### config.mk
export PLATFORM = sky130hd
export DESIGN_NAME = taskfile_regs
export DESIGN_NICKNAME = d
export VERILOG_FILES = /design/src/rtl/tf_pkg.sv /design/src/rtl/tf_decode.sv /design/src/rtl/tf_dataport.sv /design/src/rtl/tf_irq_ctl.sv /design/src/rtl/taskfile_regs.sv
export SDC_FILE = /design/constraint.sdc
export NUM_CORES = 1
export LEC_CHECK = 0
export BUFFER_PORTS_ARGS = -buffer_cell sky130_fd_sc_hd__buf_2
export CORE_MARGIN = 3
export CORE_UTILIZATION = 50
export DETAILED_ROUTE_END_ITERATION = 6
export GPL_TIMING_DRIVEN = 0
export HOLD_SLACK_MARGIN = 0.02
export PLACE_DENSITY_LB_ADDON = 0.2
export RECOVER_POWER = 25
export SLEW_MARGIN = 20
export SYNTH_ARGS = -nofsm -noshare
export SYNTH_HDL_FRONTEND = slang
export SYNTH_SLANG_ARGS = --single-unit
### constraint.sdc
create_clock -name clk -period 3.4 [get_ports clk]
set_clock_uncertainty 0.1 [all_clocks]
set_input_delay 0.34 -clock clk [delete_from_list [all_inputs] [get_ports clk]]
set_output_delay 0.34 -clock clk [all_outputs]
set_load 0.01 [all_outputs]
### src/rtl/tf_pkg.sv
package tf_pkg;

    localparam int BYTE_W   = 8;
    localparam int WORD_W   = 16;
    localparam int BUS_W    = 2 * WORD_W;
    localparam int OFF_W    = 3;
    localparam int SIZE_W   = 3;

    // command block offsets
    localparam logic [OFF_W-1:0] OFF_DATA    = 3'd0;
    localparam logic [OFF_W-1:0] OFF_ERRFEAT = 3'd1;
    localparam logic [OFF_W-1:0] OFF_DRIVE   = 3'd6;
    localparam logic [OFF_W-1:0] OFF_STATCMD = 3'd7;
    // control block offset
    localparam logic [OFF_W-1:0] OFF_CTL     = 3'd2;

    // byte registers that hold state: offsets 2..7
    localparam int REG_FIRST = 2;
    localparam int REG_LAST  = 7;
    localparam int NUM_REGS  = REG_LAST - REG_FIRST + 1;

    localparam logic [SIZE_W-1:0] SZ_BYTE  = 3'd1;
    localparam logic [SIZE_W-1:0] SZ_WORD  = 3'd2;
    localparam logic [SIZE_W-1:0] SZ_DWORD = 3'd4;

    // device control byte bit positions
    localparam int SRST_BIT = 2;
    localparam int NIEN_BIT = 1;

    typedef enum logic [3:0] {
        ACT_NONE,
        ACT_ERR,
        ACT_DATA,
        ACT_RD_REG,
        ACT_RD_STATUS,
        ACT_RD_ALT,
        ACT_WR_FEAT,
        ACT_WR_REG,
        ACT_WR_DRIVE,
        ACT_WR_CMD,
        ACT_WR_CTRL
    } act_e;

    typedef struct packed {
        act_e             act;
        logic             wide;
        logic [OFF_W-1:0] off;
    } dec_t;

    function automatic logic is_store(act_e a);
        return (a == ACT_WR_REG) || (a == ACT_WR_DRIVE) || (a == ACT_WR_CMD);
    endfunction

endpackage

### src/rtl/tf_decode.sv
module tf_decode
    import tf_pkg::*;
(
    input  logic              valid,
    input  logic              write,
    input  logic              ctrl,
    input  logic [OFF_W-1:0]  off,
    input  logic [SIZE_W-1:0] size,
    output dec_t              dec
);
    always_comb begin
        dec.act  = ACT_NONE;
        dec.wide = 1'b0;
        dec.off  = off;
        if (valid) begin
            if (ctrl) begin
                if (off != OFF_CTL || size != SZ_BYTE)
                    dec.act = ACT_ERR;
                else
                    dec.act = write ? ACT_WR_CTRL : ACT_RD_ALT;
            end else if (off == OFF_DATA) begin
                if (size == SZ_WORD || size == SZ_DWORD) begin
                    dec.act  = ACT_DATA;
                    dec.wide = (size == SZ_DWORD);
                end else begin
                    dec.act = ACT_ERR;
                end
            end else if (size != SZ_BYTE) begin
                dec.act = ACT_ERR;
            end else if (write) begin
                unique case (off)
                    OFF_ERRFEAT: dec.act = ACT_WR_FEAT;
                    OFF_DRIVE:   dec.act = ACT_WR_DRIVE;
                    OFF_STATCMD: dec.act = ACT_WR_CMD;
                    default:     dec.act = ACT_WR_REG;
                endcase
            end else begin
                dec.act = (off == OFF_STATCMD) ? ACT_RD_STATUS : ACT_RD_REG;
            end
        end
    end
endmodule

### src/rtl/tf_dataport.sv
module tf_dataport
    import tf_pkg::*;
(
    input  logic              clk,
    input  logic              rst,
    input  logic              start,
    input  logic              start_wr,
    input  logic              start_wide,
    input  logic [BUS_W-1:0]  wdata,
    input  logic [WORD_W-1:0] rdata,
    output logic              busy,
    output logic              xfer,
    output logic              xfer_wr,
    output logic [WORD_W-1:0] xfer_wdata,
    output logic              rd_fire,
    output logic [BUS_W-1:0]  rd_word
);
    logic              phase2_q;
    logic              ph_wr_q;
    logic [WORD_W-1:0] hi_q;
    logic [WORD_W-1:0] lo_q;

    always_ff @(posedge clk) begin
        if (rst) begin
            phase2_q <= 1'b0;
            ph_wr_q  <= 1'b0;
            hi_q     <= '0;
            lo_q     <= '0;
        end else begin
            phase2_q <= start & start_wide;
            if (start & start_wide) begin
                ph_wr_q <= start_wr;
                hi_q    <= wdata[BUS_W-1:WORD_W];
                lo_q    <= rdata;
            end
        end
    end

    assign busy       = phase2_q;
    assign xfer       = start | phase2_q;
    assign xfer_wr    = phase2_q ? ph_wr_q : start_wr;
    assign xfer_wdata = phase2_q ? hi_q : wdata[WORD_W-1:0];
    assign rd_fire    = (start & ~start_wr & ~start_wide) | (phase2_q & ~ph_wr_q);
    assign rd_word    = phase2_q ? {rdata, lo_q} : {{(BUS_W-WORD_W){1'b0}}, rdata};
endmodule

### src/rtl/tf_irq_ctl.sv
module tf_irq_ctl (
    input  logic clk,
    input  logic rst,
    input  logic ctrl_wr,
    input  logic srst_req,
    input  logic nien_val,
    input  logic stat_rd,
    input  logic intr_post,
    input  logic bm_clr,
    output logic nien,
    output logic srst,
    output logic ev_set,
    output logic ev_clr,
    output logic intrq,
    output logic bm_intr
);
    logic pend_q;

    assign ev_set = ctrl_wr & srst_req;
    assign ev_clr = ctrl_wr & ~srst_req & srst;

    always_ff @(posedge clk) begin
        if (rst) begin
            nien    <= 1'b0;
            srst    <= 1'b0;
            pend_q  <= 1'b0;
            bm_intr <= 1'b0;
        end else begin
            if (ctrl_wr) nien <= nien_val;
            if (ev_set)      srst <= 1'b1;
            else if (ev_clr) srst <= 1'b0;
            if (intr_post)    pend_q <= 1'b1;
            else if (stat_rd) pend_q <= 1'b0;
            if (intr_post)   bm_intr <= 1'b1;
            else if (bm_clr) bm_intr <= 1'b0;
        end
    end

    assign intrq = pend_q & ~nien;
endmodule

### src/rtl/taskfile_regs.sv
module taskfile_regs
    import tf_pkg::*;
(
    input  logic              clk,
    input  logic              rst,
    input  logic              acc_valid,
    input  logic              acc_write,
    input  logic              acc_ctrl,
    input  logic [OFF_W-1:0]  acc_offset,
    input  logic [SIZE_W-1:0] acc_size,
    input  logic [BUS_W-1:0]  acc_wdata,
    output logic              acc_ready,
    output logic              rd_valid,
    output logic [BUS_W-1:0]  rd_data,
    output logic              acc_err,
    output logic              ev_data,
    output logic              ev_data_wr,
    output logic [WORD_W-1:0] xfer_wdata,
    input  logic [WORD_W-1:0] xfer_rdata,
    output logic              ev_stat_rd,
    output logic              ev_select,
    output logic              ev_cmd,
    output logic              ev_srst_set,
    output logic              ev_srst_clr,
    input  logic [BYTE_W-1:0] dev_status,
    input  logic [BYTE_W-1:0] dev_error,
    input  logic              dev_intr_post,
    input  logic              bm_intr_clr,
    output logic              intrq,
    output logic              bm_intr,
    output logic [BYTE_W-1:0] sec_count,
    output logic [BYTE_W-1:0] sec_num,
    output logic [BYTE_W-1:0] cyl_lo,
    output logic [BYTE_W-1:0] cyl_hi,
    output logic [BYTE_W-1:0] drv_head,
    output logic [BYTE_W-1:0] command,
    output logic              nien,
    output logic              srst_active
);
    logic accept;
    dec_t dec;

    assign accept = acc_valid & acc_ready;

    tf_decode u_dec (
        .valid (accept),
        .write (acc_write),
        .ctrl  (acc_ctrl),
        .off   (acc_offset),
        .size  (acc_size),
        .dec   (dec)
    );

    // data port: word pass-through with 32-bit split
    logic             dp_busy;
    logic             dp_rd_fire;
    logic [BUS_W-1:0] dp_rd_word;

    tf_dataport u_dp (
        .clk        (clk),
        .rst        (rst),
        .start      (dec.act == ACT_DATA),
        .start_wr   (acc_write),
        .start_wide (dec.wide),
        .wdata      (acc_wdata),
        .rdata      (xfer_rdata),
        .busy       (dp_busy),
        .xfer       (ev_data),
        .xfer_wr    (ev_data_wr),
        .xfer_wdata (xfer_wdata),
        .rd_fire    (dp_rd_fire),
        .rd_word    (dp_rd_word)
    );

    assign acc_ready = ~dp_busy;

    // device control, soft reset and interrupt state
    tf_irq_ctl u_irq (
        .clk       (clk),
        .rst       (rst),
        .ctrl_wr   (dec.act == ACT_WR_CTRL),
        .srst_req  (acc_wdata[SRST_BIT]),
        .nien_val  (acc_wdata[NIEN_BIT]),
        .stat_rd   (ev_stat_rd),
        .intr_post (dev_intr_post),
        .bm_clr    (bm_intr_clr),
        .nien      (nien),
        .srst      (srst_active),
        .ev_set    (ev_srst_set),
        .ev_clr    (ev_srst_clr),
        .intrq     (intrq),
        .bm_intr   (bm_intr)
    );

    assign ev_stat_rd = (dec.act == ACT_RD_STATUS);
    assign ev_select  = (dec.act == ACT_WR_DRIVE);
    assign ev_cmd     = (dec.act == ACT_WR_CMD);
    assign acc_err    = (dec.act == ACT_ERR);

    // byte-wide task-file storage, offsets REG_FIRST..REG_LAST
    logic [BYTE_W-1:0] tf_q [NUM_REGS];

    for (genvar i = 0; i < NUM_REGS; i++) begin : g_reg
        localparam logic [OFF_W-1:0] MY_OFF = OFF_W'(i + REG_FIRST);
        always_ff @(posedge clk) begin
            if (rst)
                tf_q[i] <= '0;
            else if (is_store(dec.act) && dec.off == MY_OFF)
                tf_q[i] <= acc_wdata[BYTE_W-1:0];
        end
    end

    assign sec_count = tf_q[0];
    assign sec_num   = tf_q[1];
    assign cyl_lo    = tf_q[2];
    assign cyl_hi    = tf_q[3];
    assign drv_head  = tf_q[4];
    assign command   = tf_q[5];

    // byte read path
    logic              byte_fire;
    logic [BYTE_W-1:0] byte_val;

    always_comb begin
        byte_fire = 1'b1;
        byte_val  = '0;
        unique case (dec.act)
            ACT_RD_STATUS, ACT_RD_ALT: byte_val = dev_status;
            ACT_RD_REG: begin
                if (dec.off == OFF_ERRFEAT) byte_val = dev_error;
                for (int i = 0; i < NUM_REGS; i++)
                    if (dec.off == OFF_W'(i + REG_FIRST)) byte_val = tf_q[i];
            end
            default: byte_fire = 1'b0;
        endcase
    end

    always_ff @(posedge clk) begin
        if (rst) begin
            rd_valid <= 1'b0;
            rd_data  <= '0;
        end else begin
            rd_valid <= byte_fire | dp_rd_fire;
            if (dp_rd_fire)
                rd_data <= dp_rd_word;
            else if (byte_fire)
                rd_data <= {{(BUS_W-BYTE_W){1'b0}}, byte_val};
        end
    end
endmodule

[Yosys cells after proc, flatten, opt, wreduce, memory -nomap -nowiden]
Memories as Yosys holds them, arrays and structs flattened.
Index checks and enable logic that the tools add are counted.
Word-level totals
  register bits: 71
  bits in writable memories: 48
  input port bits: 77
  output and inout port bits: 110
  word-level logic and storage cells: 131
  memories: 1
Operators by class
  eq/ne operators: 20
  multiplexer cells: 59
  bitwise gates (word level): 24
  reductions and logical operators: 17
Memory list
  tf_q: depth 6, width 8, read ports 6, clocked after memory_dff 0, write ports 6, line taskfile_regs.sv:101  | logic [BYTE_W-1:0] tf_q [NUM_REGS];
Operators by type and width (count)
  $mux W8: 13
  $mux W32: 3
  $mux W1: 31
  $mux W4: 6
  $mux W16: 1
  $pmux W8 S2: 1
  $eq A3 B3 Y1 const B: 5
  $eq A4 B3 Y1 const B: 3
  $eq A4 B4 Y1 const B: 3
  $pmux W4 S3: 1
  $and A1 B1 Y1: 9
  $eq A3 B2 Y1 const B: 3
  $or A1 B1 Y1: 9
  $eq A4 B2 Y1 const B: 2
  $reduce_bool A2 Y1: 4
  $logic_and A1 B1 Y1: 6
  $not A1 Y1: 6
  $mux W5: 1
  $eq A4 B1 Y1 const B: 1
  $logic_or A1 B1 Y1: 4
  $eq A3 B1 Y1 const B: 1
  $logic_not A3 Y1: 1
  $mux W3: 1
  $ne A3 B1 Y1 const B: 1
  4 further kinds: 4

[Longest topological paths before layout]
Gate-level depths: netlist (run 1).
  word-level depth: 15
  gate-level depth with buffers: 10
  depth with buffers taken out: 6

[Hierarchy]
A second synthesis (run 1) with hierarchy kept.
Second synthesis, totals
  cell total of the unflattened synthesis: 586
  area total of the unflattened synthesis: 6769.0 um2
By module, submodules not included
  taskfile_regs: instances 1, cells each 309, area each 3777.4 um2, sequential area each 2102.0 um2
  tf_dataport: instances 1, cells each 214, area each 2497.4 um2, sequential area each 680.7 um2
  tf_decode: instances 1, cells each 46, area each 339.1 um2, sequential area each 0.0 um2
  tf_irq_ctl: instances 1, cells each 17, area each 155.1 um2, sequential area each 80.1 um2

[Worst setup path before layout (run 1)]
OpenSTA, ideal clock, no wires.
  kind: in2reg
  from: in acc_offset[1]
  to: mem tf_q[1][0], enable pin
  arrival time: 2.199 ns
  data required time: 2.925 ns
  slack: 0.726 ns
  stages on the path: 8
  buffers on the path: 2
  path through: buf_2 > clkbuf_1 > and4b_1 > o31ai_4 > nand3_4 > o21a_4 > nand2b_1 > o21bai_1
RTL lines
  from (decl): line taskfile_regs.sv:9  | input logic [OFF_W-1:0] acc_offset,
  to (decl): line taskfile_regs.sv:101

[Final worst setup path (run 1)]
  from: reg u_dp.phase2_q, in the netlist u_dp.busy
  to: out xfer_wdata[14]
Between the ends
  word-level cells in the longest chain between the ends: 1
RTL lines
  from (decl): line tf_dataport.sv:18  | logic phase2_q;
  from (signal assigned): line tf_dataport.sv:30  | phase2_q <= start & start_wide;
  $mux W16: line tf_dataport.sv:42  | assign xfer_wdata = phase2_q ? hi_q : wdata[WORD_W-1:0];
  to (decl): line taskfile_regs.sv:18  | output logic [WORD_W-1:0] xfer_wdata,
No other way between the ends.

==> results of run 1 <==
[metal layers]
metal | track usage [%] | part of all wire (%) | wire length [microns]
met2 | 44.9 | 46 | 8570
met5 | 0 | 0 | 0
met4 | 10.9 | 3.3 | 609
met1 | 36.2 | 42 | 7790
met3 | 8.47 | 9.4 | 1760
[area by class of cell]
cell class / count / share of cell area (%)
multi-input cells: 435 / 38.1
flip-flops and latches: 119 / 37.9
repair buffers: 185 / 11.1
clock buffers: 20 / 5.92
plain buffers: 44 / 2.79
well taps: 143 / 2.37
clock inverters: 12 / 1.44
inverters: 5 / 0.249
[how the worst max path moves through the flow]
| stage | slack [ns] | endpoint |
|---|---|---|
| 2_1_floorplan | 0.73 | tf_q[1][0] |
| 3_3_place_gp | 0.35 | tf_q[3][4] |
| 3_5_place_dp | 0.31 | tf_q[1][6] |
| 4_1_cts | 0.26 | xfer_wdata[8] |
| 5_1_grt | 0.06 | xfer_wdata[14] |
| 6_report | 0.23 | xfer_wdata[14] |
[sequential cells by signal, indices dropped and copies added, names as in the netlist]
| register | flops |
|---|---|
| u_dp.lo_q | 16 |
| u_irq.bm_intr | 1 |
| u_dp.ph_wr_q | 1 |
| u_irq.srst | 1 |
| u_dp.busy | 1 |
| rd_data | 32 |
| u_irq.nien | 1 |
| rd_valid | 1 |
| u_dp.hi_q | 16 |
| u_irq.pend_q | 1 |
| tf_q | 48 |
[synth_stat cells, drive strengths merged (8+ instances only)]
| cell | n | area share, % |
|---|---|---|
| edfxtp | 48 | 24 |
| clkbuf | 26 | 1.7 |
| dfxtp | 71 | 24 |
| nor2 | 23 | 1.4 |
| nand3 | 36 | 3.2 |
| or2 | 18 | 1.9 |
| and2 | 45 | 4.7 |
| mux2i | 33 | 5.5 |
| a222oi | 8 | 1.3 |
| nand2 | 78 | 4.9 |
| a21oi | 62 | 5.2 |
| a31oi | 15 | 1.6 |
| mux2 | 23 | 4.3 |
| nand3b | 16 | 2.0 |
| buf | 18 | 1.9 |
[report_power, final]
| group | switching [mW] | internal (mW) |
|---|---|---|
| logic | 0.206 | 0.126 |
| clock network | 0.609 | 1.08 |
| registers | 0.0232 | 1.52 |
[cell usage in the layout, fill, tap and decap left out, drive strengths merged, types with 33 or more instances in the layout]
| cell | n |
|---|---|
| and2 | 45 |
| edfxtp | 48 |
| buf | 134 |
| nand2 | 78 |
| nand3 | 36 |
| clkbuf | 115 |
| dfxtp | 71 |
| a21oi | 62 |
| mux2i | 33 |
[worst register-to-register path, delay by kind of cell (launching register included)]
| family | cells | cell delay [ns] |
|---|---|---|
| compound gates | 3 | 1.20 |
| buf+inv | 1 | 0.24 |
| flops | 1 | 0.30 |
| simple gates | 3 | 0.78 |
[cell families (layout without fill, tap and decap cells)]
group           count (synthesis)  after routing
xor+xnor                        1              1
buf+inv                        49            266
mux                            57             57
flops                         119            119
compound gates                123            123
simple gates                  254            254
[per-stage QoR]
stage,hold slack [ns],util [%],power [mW]
floorplan,0.333,-,1.73
global placement,0.339,61.2,1.90
detailed placement,0.344,61.2,1.90
CTS,0.0534,66.0,3.58
global route,0.0633,65.2,3.68
finish,0.0653,65.2,3.56
==> impl_metrics.tcl, run 1 <==
set metrics [dict create \
    outcome "completed" \
    track_usage_pct 28.2 \
    grt_pass1_wl_microns 28600 \
    start_kind "register" \
    reg2reg_slack_ns 0.40 \
    power_density_mw_per_mm2 472 \
    vias_per_cell 5.79 \
    crit_arrival_ns 2.73 \
    io_buffers 185 \
    fill_cells 988 \
    hold_path_depth 3 \
    vdd_ir_drop_max_v 0.000367 \
    synth_top_family_by_area "simple AND/OR/NAND/NOR gates" \
    synth_edf_count 48 \
    rsz0062_at_grt "no" \
    ff2ff_path_depth 7 \
    synth_nets 680 \
    synth.ff_latch_count 119 \
    timing.rr.start "u_dp.busy" \
    period_needed_ns 3.17 \
    worst_slack_ns 0.234 \
    fin_area_sq_mm 0.00754 \
    fin_crit_sh_pct 93.1 \
    gp_congestion 0.911 \
    finalHoldViolations 0 \
    clock_latency_ns 0.41 \
    synth-xor-area-share_pct 0.147 \
    start_util_pct 51.6 \
    cap_violations 0 \
    cts_resized 0 \
    relSlewSlack_pct 34.3 \
    antennaDiodeCount 0 \
    path_depth 5 \
    min-delay-start "acc_wdata[25]" \
    seq_area_frac_synth_pct 48.0 \
    hpwl_microns 14100 \
    synth_ff_type "dfxtp_1" \
    postCtsSetupBuffers 0 \
    totalWireLength_microns 18700 \
    path_class "reg -> out" \
    max_freq_mhz 316 \
    die_h_microns 115 \
    crit_path_max_fanout 10 \
    vias 5578 \
    dp_cells 931 \
    rows 39 \
    worst_pin_slew_ns 0.978 \
    crit_top_cell "clkbuf_1" \
    clock_sinks 119 \
    holdBufCountCts 0 \
    setup_viol 0 \
    antenna_left 0 \
    cts_htree_levels 4 \
    synth_adder_area_share_pct 0 \
    io_pins 187 \
    yosys.area_share.simple_pct 23.8 \
    dieWidth_microns 115 \
    cts.clk_slew.worst_paths_ns 0.06 \
    path_delay_family "buffers and inverters" \
    max_stage_delay_ns 0.57 \
    crit_start "u_dp.busy" \
    hp-class "in -> reg" \
    r2r_end "tf_q[3][3]" \
    drive_gt1_share_pct 25.0 \
    critPathRequiredTime_ns 2.96 \
    drcViolationCount 0 \
    synth-compound-area-share_pct 14.0 \
    fin_setup_tns_ns 0 \
    core_region_area_sq_mm 0.0116 \
    ff_latch_area_sq_mm 0.00286 \
    die-area_sq_mm 0.0133 \
    finalNonFillerCells 963 \
    finalMaxSlewViolations 0 \
    netlist_area_sq_mm 0.00597 \
    yosys.cell_types.count 60 \
    nets 884 \
    yosysWarnings 0 \
    synth_area_per_cell_sq_um 9.90 \
    grt_max_degree 17 \
    path_buf_inv 4 \
    cts-root-buf "clkbuf_16" \
    overflow 0 \
    drt_iter0_drc 571 \
    p_leak_nw 2.79 \
    cpMaxStageDelayCell "buf_1" \
    multi_input_area_sq_mm 0.00288 \
    worstPathCellList "clkbuf_1 > buf_1 > clkbuf_1 > mux2_2 > buf_2" \
    place_ws_ns 0.315 \
    post_drt_wl_per_cell_microns 19.4 \
    syn2layout_area_growth_pct 26.4 \
    synth.area.mux_share_pct 10.3 \
    grt_pass1_vias 5566 \
    place_area_sq_mm 0.00707 \
    cts_tree "built" \
    drt_pass1_iterations 5 \
    cts_buffer_depth 2 \
    numCtsBuffers 17 \
    synth-async-reset-ratio_pct 0 \
    synth_cells 603 \
    cp-end-kind "primary output" \
    antenna_found_initial 0 \
    min_to "u_dp.hi_q[9]" \
]
Note: power is estimated with default switching activity, not from simulation.
==> run 2, diff against run 1 <==
CELL_PAD_IN_SITES_DETAIL_PLACEMENT = 1   (was default)
CELL_PAD_IN_SITES_GLOBAL_PLACEMENT = 1   (was default)
CORE_UTILIZATION = 39   (was 50)
==> run 2 against run 1 <==
Net effect: worst hold slack got worse by 0.0013 ns; first-iteration DRC count fell by 26%; register-to-register slack barely moved; critical endpoint unchanged; largest cell class unchanged.
==> impl_metrics.tcl, run 2 (synthesis results as in run 1) <==
set metrics [dict create \
    grt_pass1_wl_microns 33100 \
    fin_crit_sh_pct 95.3 \
    reg_top3 "tf_q x48, rd_data x32" \
    largest_register "tf_q" \
    cpMaxStageDelayCell "buf_1" \
    hp-class "in -> reg" \
    clock_sinks 119 \
    cts_tree "built" \
    nets 884 \
    crit_top_cell "clkbuf_1" \
    finalHoldViolations 0 \
    cts_resized 0 \
    drt_pass1_iterations 5 \
    reg2reg_slack_ns 0.41 \
    numCtsBuffers 17 \
    outcome "completed" \
    setup_viol 0 \
    crit_arrival_ns 2.80 \
    worst_pin_slew_ns 1.08 \
    hpwl_microns 16500 \
    die_h_microns 130 \
    drt_iter0_drc 421 \
    totalWireLength_microns 21800 \
    grt_pass1_vias 5849 \
    io_pins 187 \
    p_leak_nw 2.82 \
    largest_reg_flops 48 \
    max_stage_delay_ns 0.60 \
    relSlewSlack_pct 27.7 \
    io_buffers 185 \
    vias 5604 \
    cp-end-kind "primary output" \
    holdBufCountCts 0 \
    min-delay-start "acc_wdata[24]" \
    drcViolationCount 0 \
    min_to "u_dp.hi_q[8]" \
    cts.clk_slew.worst_paths_ns 0.05 \
    fin_area_sq_mm 0.00766 \
    r2r_end "tf_q[3][3]" \
    grt_max_degree 17 \
    finalMaxSlewViolations 0 \
    die-area_sq_mm 0.0168 \
    critPathRequiredTime_ns 2.96 \
    drive_gt1_share_pct 25.1 \
    core_region_area_sq_mm 0.0148 \
    antenna_found_initial 0 \
    post_drt_wl_per_cell_microns 21.7 \
    vdd_ir_drop_max_v 0.000293 \
    antenna_left 0 \
    antennaDiodeCount 0 \
    start_kind "register" \
    worstPathCellList "clkbuf_1 > buf_1 > clkbuf_1 > mux2_2 > buf_2" \
    ff2ff_path_depth 7 \
    cts-root-buf "clkbuf_16" \
    crit_path_max_fanout 10 \
    rows 44 \
    cts_htree_levels 4 \
    hold_path_depth 3 \
    max_freq_mhz 308 \
    dieWidth_microns 130 \
    final_util_pct 51.9 \
    overflow 0 \
    gp_congestion 0.899 \
    track_usage_pct 25.9 \
    cts_buffer_depth 2 \
    cap_violations 0 \
    path_class "reg -> out" \
    syn2layout_area_growth_pct 28.4 \
    p_total_mw 3.81 \
    rsz0062_at_grt "no" \
    postCtsSetupBuffers 0 \
    clock_latency_ns 0.41 \
    period_needed_ns 3.24 \
    timing.rr.start "u_dp.busy" \
    start_util_pct 40.5 \
    fin_setup_tns_ns 0 \
    mostFrequentLayoutCells "buf_2, clkbuf_1, nand2_1" \
    final_common_cell "buf_2" \
    vias_per_cell 5.58 \
    place_area_sq_mm 0.00712 \
    power_density_mw_per_mm2 497 \
]
==> run 2: stage by stage <==
step / setup WS [ns] / hold WS (ns) / instances
after floorplan: 0.726 / 0.333 / 603
after global placement: 0.291 / 0.340 / 972
after detailed placement: 0.191 / 0.351 / 972
after CTS: 0.175 / 0.0543 / 1004
after global routing: 0.0559 / 0.0677 / 1004
final: 0.158 / 0.0640 / 1004
==> run 2: final cells by class <==
cell class,count,area (sq um)
clock inverters,12,183
multi-input cells,435,2880
fillers,1777,7090
repair buffers,185,840
flip-flops and latches,119,2860
well taps,184,230
inverters,5,18.8
plain buffers,44,210
clock buffers,20,437
==> run 2: worst max-delay path, delay by kind of cell (launching register included) <==
kind     cells  cell delay (ns)
mux          1             0.40
flops        1             0.30
buf+inv      4             1.68
==> run 2: worst max-delay path by stage <==
| stage | start | end | slack (ns) | depth (start not counted) |
|---|---|---|---|---|
| after floorplan | acc_offset[1] | tf_q[1][0] | 0.73 | 8 |
| after CTS | u_dp.busy | xfer_wdata[14] | 0.17 | 5 |
| after global placement | acc_offset[1] | tf_q[1][5] | 0.29 | 8 |
| final | u_dp.busy | xfer_wdata[14] | 0.16 | 5 |
| after global routing | u_dp.busy | xfer_wdata[14] | 0.06 | 5 |
| after detailed placement | acc_offset[1] | tf_q[3][4] | 0.19 | 8 |
==> run 2: power breakdown <==
part | leakage (nW) | total, mW | internal, mW | switching, mW
logic | 1.49 | 0.340 | 0.126 | 0.214
clock network | 0.306 | 1.92 | 1.29 | 0.635
registers | 1.03 | 1.54 | 1.52 | 0.0244
==> run 2: routing by layer <==
metal  wire length [microns]  part of all wire [%]  global-route usage (%)
met1                    9300                    43                    33.4
met4                     425                   2.0                    9.11
met5                       0                     0                       0
met2                   10600                    49                    43.2
met3                    1460                   6.7                    5.49
==> run 3, diff against run 2 <==
GPL_ROUTABILITY_DRIVEN = 1   (was default)
clock period = 3.09 ns   (was 3.4 ns; I/O delays follow)
==> run 3 against run 2 <==
Net effect: utilization up 0.059 points; die area unchanged; cell count unchanged; first-iteration DRC count up 2.6%; global-route usage unchanged; sequential power up 10%; non-clock buffer count unchanged; cell area up 0.11%; critical path type unchanged; clock power up 9.9%; total power up 10%.
==> impl_metrics.tcl, run 3 (synthesis results as in run 1) <==
set metrics [dict create \
    outcome "completed" \
    place_area_sq_mm 0.00712 \
    max_stage_delay_ns 0.52 \
    grt_pass1_wl_microns 33100 \
    setup_viol 0 \
    crit_arrival_ns 2.56 \
    mostFrequentLayoutCells "buf_2, clkbuf_1, nand2_1" \
    wl_met1_microns 9230 \
    drt_iter0_drc 432 \
    antenna_left 0 \
    die_h_microns 130 \
    clkPwrFrac_pct 50.5 \
    power_density_mw_per_mm2 546 \
    fin_area_sq_mm 0.00767 \
    antenna_found_initial 0 \
    finalMaxSlewViolations 0 \
    cp-end-kind "primary output" \
    path_class "reg -> out" \
    die-area_sq_mm 0.0168 \
    start_util_pct 40.5 \
    cts.clk_slew.worst_paths_ns 0.05 \
    cts_htree_levels 4 \
    numCtsBuffers 17 \
    finalHoldViolations 0 \
    largest_register "tf_q" \
    relSlewSlack_pct 25.2 \
    worst_pin_slew_ns 1.11 \
    post_drt_wl_per_cell_microns 21.7 \
    whs_ns 0.0335 \
    cts-root-buf "clkbuf_16" \
    path_buf_inv 4 \
    reg_top3 "tf_q x48, rd_data x32" \
    vdd_ir_drop_max_v 0.000321 \
    path_depth 5 \
    met3WireLength_microns 1490 \
    swShare_pct 22.9 \
    p_leak_nw 2.83 \
    hpwl_microns 16500 \
    p_int_mw 3.23 \
    cpMaxStageDelayCell "clkbuf_1" \
    finalNonFillerCells 1004 \
    clock_latency_ns 0.41 \
    hp-class "in -> reg" \
    rsz0062_at_grt "no" \
    track_usage_pct 25.9 \
    critPathRequiredTime_ns 2.68 \
    worstPathCellList "clkbuf_1 > buf_2 > clkbuf_1 > mux2_2 > buf_2" \
    drive_gt1_share_pct 25.5 \
    hold_path_depth 3 \
    dieWidth_microns 130 \
    top_layer_used "met4" \
    io_buffers 185 \
    nets 884 \
    io_pins 187 \
    final_common_cell "buf_2" \
    period_needed_ns 2.97 \
    max_freq_mhz 337 \
    vias 5616 \
    p_seq_share_pct 40.6 \
    cts_tree "built" \
    share_comb_of_total_power_pct 8.9 \
    crit_path_max_fanout 10 \
    core_region_area_sq_mm 0.0148 \
    start_kind "register" \
    cap_violations 0 \
    overflow 0 \
    largest_reg_flops 48 \
    ff2ff_path_depth 7 \
    dp_cells 972 \
    cts_buffer_depth 2 \
    rows 44 \
    grt_pass1_vias 5849 \
    drt_pass1_iterations 5 \
    vias_per_cell 5.59 \
    gp_congestion 0.899 \
    grt_max_degree 17 \
    clock_sinks 119 \
    drcViolationCount 0 \
    syn2layout_area_growth_pct 28.5 \
    final_util_pct 52.0 \
    path_delay_family "buffers and inverters" \
    route.met2.wl_microns 10600 \
    switchingPower_mw 0.959 \
    antennaDiodeCount 0 \
    fin_crit_sh_pct 96.0 \
    holdBufCountCts 0 \
    totalWireLength_microns 21700 \
]
[run 3: what timing repair did]
action                     4_1_cts  5_1_grt
cloned                           0        0
gates resized for setup          1        2
setup endpoints to repair        2       16
buffers inserted                 0        0
[run 3: path summary, 6_finish.rpt]
path,start,endpoint,slack [ns]
setup reg to reg,u_dp.busy,tf_q[3][3],0.37
hold reg to reg,u_dp.hi_q[5],u_dp.hi_q[5],0.36
setup / recovery,u_dp.busy,xfer_wdata[14],0.12
hold / removal,acc_wdata[24],u_dp.hi_q[8],0.03
[run 3: worst register-to-register path: cells and delay by family, from the launching register on]
family	cells	cell delay (ns)
and+or+nand+nor	3	0.74
AOI/OAI and AO/OA	3	0.99
buffers and inverters	1	0.24
DFF	1	0.29
[run 3: through the flow]
| stage | setup slack [ns] | power [mW] | setup TNS [ns] |
|---|---|---|---|
| after floorplan | 0.447 | 1.91 | 0 |
| after global placement | 0.0124 | 2.10 | 0 |
| after detailed placement | -0.0876 | 2.11 | -1.02 |
| after CTS | 0.0773 | 4.21 | 0 |
| after global routing | 0.00940 | 4.30 | 0 |
| final | 0.124 | 4.19 | 0 |
[run 3: cell type report]
class / count / area (sq um)
multi-input combinational: 435 / 2890
clock inverter: 12 / 183
inverter: 5 / 18.8
tap: 184 / 230
timing repair buffer: 185 / 840
clock buffer: 20 / 437
fill: 1775 / 7080
sequential: 119 / 2860
buffer: 44 / 211
[run 3: power by group through the flow]
stage	clock, mW	sequential (mW)	combinational (mW)
finish	2.11	1.70	0.374
global route	2.20	1.70	0.403
CTS	2.13	1.70	0.380
detailed placement	0	1.73	0.377
global placement	0	1.73	0.368
floorplan	0	1.74	0.166
[run 3: layer usage]
| metal | vias to the layer above | track usage, % |
|---|---|---|
| li1 | 2605 | - |
| met1 | 2781 | 33.4 |
| met2 | 200 | 43.2 |
| met3 | 30 | 5.49 |
| met4 | 0 | 9.11 |
| met5 | - | 0 |
